$ cat src/rtl/mmi_pkg.sv
package mmi_pkg;
    localparam int GRP_W  = 4;
    localparam int ADDR_W = 2;

    typedef enum logic [ADDR_W-1:0] {
        SEL_GRP_REF  = 2'd0,
        SEL_GRP_EN   = 2'd1,
        SEL_SOLO_CFG = 2'd2,
        SEL_FLAGS    = 2'd3
    } reg_sel_e;

    // all enabled bits equal their reference; empty enable set counts as match
    function automatic logic pins_match(input logic [31:0] pins,
                                        input logic [31:0] ref_bits,
                                        input logic [31:0] en);
        return ((pins ^ ref_bits) & en) == 32'd0;
    endfunction
endpackage

$ cat src/rtl/mmi_sync.sv
module mmi_sync #(
    parameter int W = 5
) (
    input  logic         clk,
    input  logic         rst,
    input  logic [W-1:0] d,
    output logic [W-1:0] q
);
    logic [W-1:0] stage1;

    always_ff @(posedge clk) begin
        if (rst) begin
            stage1 <= '0;
            q      <= '0;
        end else begin
            stage1 <= d;
            q      <= stage1;
        end
    end
endmodule

$ cat src/rtl/mmi_fall_det.sv
module mmi_fall_det
    import mmi_pkg::*;
#(
    parameter int W = 4
) (
    input  logic         clk,
    input  logic         rst,
    input  logic [W-1:0] pins,
    input  logic [W-1:0] ref_bits,
    input  logic [W-1:0] en,
    output logic         fire
);
    logic match_now;
    logic match_prev;

    always_comb begin
        match_now = pins_match(32'(pins), 32'(ref_bits), 32'(en));
        fire      = match_prev && !match_now;
    end

    always_ff @(posedge clk) begin
        if (rst) match_prev <= 1'b1;
        else     match_prev <= match_now;
    end
endmodule

$ cat src/rtl/mmi_detector.sv
module mmi_detector
    import mmi_pkg::*;
#(
    parameter  int GW = GRP_W,
    localparam int DW = (GW > 2) ? GW : 2
) (
    input  logic              clk,
    input  logic              rst,
    input  logic [GW-1:0]     grp_pins,
    input  logic              solo_pin,
    input  logic              wr_en,
    input  logic [ADDR_W-1:0] wr_addr,
    input  logic [DW-1:0]     wr_data,
    input  logic [ADDR_W-1:0] rd_addr,
    output logic [DW-1:0]     rd_data,
    output logic              irq
);
    logic [GW-1:0] grp_ref_q;
    logic [GW-1:0] grp_en_q;
    logic          solo_ref_q;
    logic          solo_en_q;
    logic          grp_flag_q;
    logic          solo_flag_q;

    logic [GW:0]   sync_q;
    logic          grp_fire;
    logic          solo_fire;
    reg_sel_e      wsel;
    reg_sel_e      rsel;

    mmi_sync #(.W(GW + 1)) u_sync (
        .clk (clk),
        .rst (rst),
        .d   ({solo_pin, grp_pins}),
        .q   (sync_q)
    );

    mmi_fall_det #(.W(GW)) u_grp_det (
        .clk      (clk),
        .rst      (rst),
        .pins     (sync_q[GW-1:0]),
        .ref_bits (grp_ref_q),
        .en       (grp_en_q),
        .fire     (grp_fire)
    );

    mmi_fall_det #(.W(1)) u_solo_det (
        .clk      (clk),
        .rst      (rst),
        .pins     (sync_q[GW]),
        .ref_bits (solo_ref_q),
        .en       (solo_en_q),
        .fire     (solo_fire)
    );

    assign wsel = reg_sel_e'(wr_addr);
    assign rsel = reg_sel_e'(rd_addr);

    always_ff @(posedge clk) begin
        if (rst) begin
            grp_ref_q   <= '0;
            grp_en_q    <= '0;
            solo_ref_q  <= 1'b0;
            solo_en_q   <= 1'b0;
            grp_flag_q  <= 1'b0;
            solo_flag_q <= 1'b0;
        end else begin
            if (wr_en) begin
                unique case (wsel)
                    SEL_GRP_REF:  grp_ref_q <= wr_data[GW-1:0];
                    SEL_GRP_EN:   grp_en_q  <= wr_data[GW-1:0];
                    SEL_SOLO_CFG: begin
                        solo_ref_q <= wr_data[0];
                        solo_en_q  <= wr_data[1];
                    end
                    SEL_FLAGS: begin
                        if (wr_data[0]) grp_flag_q  <= 1'b0;
                        if (wr_data[1]) solo_flag_q <= 1'b0;
                    end
                    default: ;
                endcase
            end
            // a new event overrides a clear on the same edge
            if (grp_fire)  grp_flag_q  <= 1'b1;
            if (solo_fire) solo_flag_q <= 1'b1;
        end
    end

    always_comb begin
        rd_data = '0;
        unique case (rsel)
            SEL_GRP_REF:  rd_data[GW-1:0] = grp_ref_q;
            SEL_GRP_EN:   rd_data[GW-1:0] = grp_en_q;
            SEL_SOLO_CFG: rd_data[1:0]    = {solo_en_q, solo_ref_q};
            SEL_FLAGS:    rd_data[1:0]    = {solo_flag_q, grp_flag_q};
            default:      rd_data         = '0;
        endcase
    end

    assign irq = (grp_flag_q && (|grp_en_q)) || (solo_flag_q && solo_en_q);
endmodule

$ cat config.mk
export PLATFORM = sky130hd
export DESIGN_NAME = mmi_detector
export DESIGN_NICKNAME = d
export VERILOG_FILES = /design/src/rtl/mmi_pkg.sv /design/src/rtl/mmi_sync.sv /design/src/rtl/mmi_fall_det.sv /design/src/rtl/mmi_detector.sv
export SDC_FILE = /design/constraint.sdc
export NUM_CORES = 1
export LEC_CHECK = 0
export BUFFER_PORTS_ARGS = -buffer_cell sky130_fd_sc_hd__buf_2
export CAP_MARGIN = 20
export CORE_MARGIN = 2
export CORE_UTILIZATION = 39
export DETAILED_ROUTE_END_ITERATION = 10
export PLACE_DENSITY_LB_ADDON = 0.1
export SYNTH_ARGS = -nofsm -noshare
export SYNTH_HDL_FRONTEND = slang
export SYNTH_HIERARCHICAL = 1
export SYNTH_SLANG_ARGS = --single-unit
$ cat constraint.sdc
create_clock -name clk -period 1.57 [get_ports clk]
set_input_delay 0.0785 -clock clk [delete_from_list [all_inputs] [get_ports clk]]
set_output_delay 0.0785 -clock clk [all_outputs]
set_load 0.05 [all_outputs]
==> key figures <==
Placement
  • DP Area: 1109 µm²
  • Post-DP HPWL: around 1.3 mm
  • Port-buffer cells: 20
  • Gpl congestion: roughly 0.74
  • Place WS: between 0.2 and 0.3 ns

Hold path
  • Hold path cells: 3
  • Hold Startpoint: wr_data[3]
  • Hold Path Sink: grp_ref_q[3]
  • Hold Path Class: input port to flop

Floorplan
  • Core area: between 2000 and 2500 µm²
  • Cell Rows: 18
  • Height of the die: between 50 and 60 µm
  • Starting Density: between 40% and 50%
  • Die width: between 50 and 60 µm
  • Die area: between 2000 and 3000 µm²
  • Boundary Pins: 21

Setup path
  • Critical setup path kind: flop to output port
  • CP endpoint kind: output port
  • Slowest cell delay on critical path: 0.47 ns
  • CP cell instances: mux4_2, buf_2
  • Top Family by Delay on Critical Path: multiplexers
  • WP data required: approximately 1.5 ns
  • Reg2reg path depth: 5
  • Slowest stage cell, crit path: mux4_2
  • R2r setup slk: 0.27 ns
  • CP bufs+invs: 1
  • Critical path peak fanout: 5
  • Worst r2r src: grp_ref_q[2]
  • Critical Path Source Type: flop
  • Worst endpoint data arrival time: between 1 and 1.5 ns
  • RR Endpoint: grp_flag_q

GRT
  • Total gr overflow: 0
  • Largest net degree at the start of global routing: 29
  • First-pass GRT wire length: ~2.9 mm
  • Vias in the first global route: approximately 650
  • GRT Total Usage: ~14%
  • Initial antenna violation count: 0

Clock network
  • H-tree Lvls: 1
  • Sink Count: 24
  • Clock slew at reported path FFs: 0.13 ns
  • Clock buffer count from CTS: 3
  • Cts hold-fix bufs: 7
  • Clock Tree Root: clkbuf_4
  • CTS max path bufs: 2
  • TritonCTS clock tree: yes
  • Post-CTS Resized: 0
  • Later-pin clock latency in the skew report: ~0.31 ns
  • Setup bufs post-CTS: 0

Logic synthesis
  • Area leader, netlist: dfxtp_1
  • Most frequent cell after synthesis: dfxtp_1
  • Synth warn: 6
  • Post-synth EDFFs: 0
  • Ys flop type: dfxtp_1
  • Synth Area in Simple Gates: 22.22%
  • Seq cells post-synth: 24
  • Synth Area in Compound Gates: 5.747%
  • Largest family of logic cells by synthesized area: simple AND/OR/NAND/NOR gates
  • Sequential share of the synthesized area: around 50%
  • Top cell type's share of synthesized area: between 40% and 50%
  • Mux cell area share after synthesis: around 17%
  • Top post-synthesis cells by count: dfxtp_1, nand2b_1, mux2i_1
  • Library cells used by synthesis: 20
  • Post-Synth Adder-Cell Area: 0%
  • Post-Syn Nets: roughly 110
  • XOR/XNOR Fraction of Synth Area: ~4.5%
  • Cells after Synth: 90
  • Top area cells in the synthesized netlist: dfxtp_1, mux2i_1, nand2b_1
  • Cell area after synthesis: a little under 1000 µm²
  • Post-synth ARST share: 0%
  • Syn avg cell area: between 10 and 15 µm²

Final layout
  • N_diodes: 0
  • Area grow syn2layout: 24.01%
  • Multi-input logic area: about 480 µm²
  • Sequential Area: 480.5 µm²
  • Post-route cell area: approximately 1200 µm²
  • # fillers: approximately 240
  • Final net count: 136
  • Share of layout cells above drive strength 1: a little over a fifth

Timing
  • Least-Margin Pin Slew: 0.4148 ns
  • Final Hold Violating Endpoints: 0
  • Clock Skews: between 0.0015 and 0.002 ns
  • FMAX: between 0.6 and 0.7 GHz
  • Rel. slew slack: just over 70%
  • Setup Total Neg Slack: 0 ns
  • Post-layout min period: around 1.4 ns
  • Worst Slack Setup Final: 0.1241 ns
  • Setup Viol. Count Final: 0
  • RSZ-0062 raised after global routing: false
  • Final Max Slew Viols: 0
  • Period utilisation layout: between 90% and 100%

Pwr
  • Power per cell area: approximately 890 nW/µm²
  • Max rail drop VDD: 0.5515 mV
  • P_leak: about 0.57 nW
  • Tot Pwr: approximately 1.1 mW

Detailed routing
  • Vias after detailed routing: around 710
  • WL/cell: 12.24 µm
  • DRT Pass-1 Iters: 3
  • Routed WL: roughly 1.8 mm
  • DRC violations left: 0
  • Vias per cell: 4.772
  • Post-route ant nets: 0
  • DRT iter0 DRCs: 4

Run status
  • Outcome: finished, final reports clean

Flow run
  • Max-cap violations: 0
metal layers:
metal,up-vias,track usage [%],routed length (µm)
li1,367,-,-
met1,329,18.02,888
met2,13,22.29,849
met3,2,2.778,73
met4,0,7.500,12
met5,-,0,0
cells in the final DEF, fill, tap and decap left out:
master         synthesis  final
a21boi_0               1      1
clkbuf_8               0      1
a21o_1                 1      1
mux2i_1               12     12
nor2b_1               10     10
mux4_2                 2      2
nand2_1                2      2
xor2_1                 5      5
or3b_1                 1      1
buf_2                  1     20
a22oi_1                2      2
inv_1                  2      2
clkbuf_4               0      3
nand2b_1              14     14
dlygate4sd3_1          0      7
dfxtp_1               24     24
and3_1                 2      2
nand3b_1               2      2
nor2_1                 4      4
o41ai_1                1      1
a311oi_1               2      2
and3b_1                1      1
through the flow:
stage / util (%) / hold WS (ns) / cells
after floorplan: - / 0.1501 / 90
after global placement: 45.58 / 0.2880 / 138
after detailed placement: 45.58 / 0.2917 / 138
after CTS: 49.95 / 0.03749 / 149
after global routing: 49.95 / 0.04783 / 149
final: 49.95 / 0.04088 / 149
cell type report:
cell class	count	share of cell area (%)
clock buffers	4	2.987
inverters	2	0.6179
multi-input cells	62	39.75
flip-flops and latches	24	39.55
well taps	30	3.090
repair buffers	27	14.01
registers in the layout, summed over array words and instances (netlist names):
signal and flops:
solo_flag_q 1, u_solo_det/match_prev 1, u_sync/stage1 5, grp_flag_q 1
solo_ref_q 1, u_sync/q 5, grp_en_q 4, u_grp_det/match_prev 1
solo_en_q 1, grp_ref_q 4
power breakdown:
group | total [mW] | switching, mW | internal, mW
Sequential | 0.645 | 0.0136 | 0.632
Combinational | 0.121 | 0.0579 | 0.0629
Clock | 0.318 | 0.177 | 0.141
kinds of logic after synthesis:
group / count (synthesis)
AND/OR/NAND/NOR: 36
flip-flops: 24
multiplexers: 14
AO/OA/AOI/OAI: 7
XOR/XNOR: 5
buffers and inverters: 4
worst reg2reg max path: stages, from the launching register on:
cell      delay (ns)
dfxtp_1         0.39
xor2_1          0.16
a22oi_1         0.11
a21boi_0        0.25
inv_1           0.07
a311oi_1        0.24
how the worst max path moves through the flow:
| stage | endpoint | cells after the start | from |
|---|---|---|---|
| after floorplan | grp_flag_q | 5 | grp_ref_q[2] |
| after global placement | grp_flag_q | 5 | grp_ref_q[3] |
| after detailed placement | grp_flag_q | 5 | grp_ref_q[3] |
| after CTS | rd_data[1] | 2 | solo_en_q |
| after global routing | rd_data[1] | 2 | solo_en_q |
| final | rd_data[1] | 2 | solo_en_q |
(Power assumes the default switching activity.)
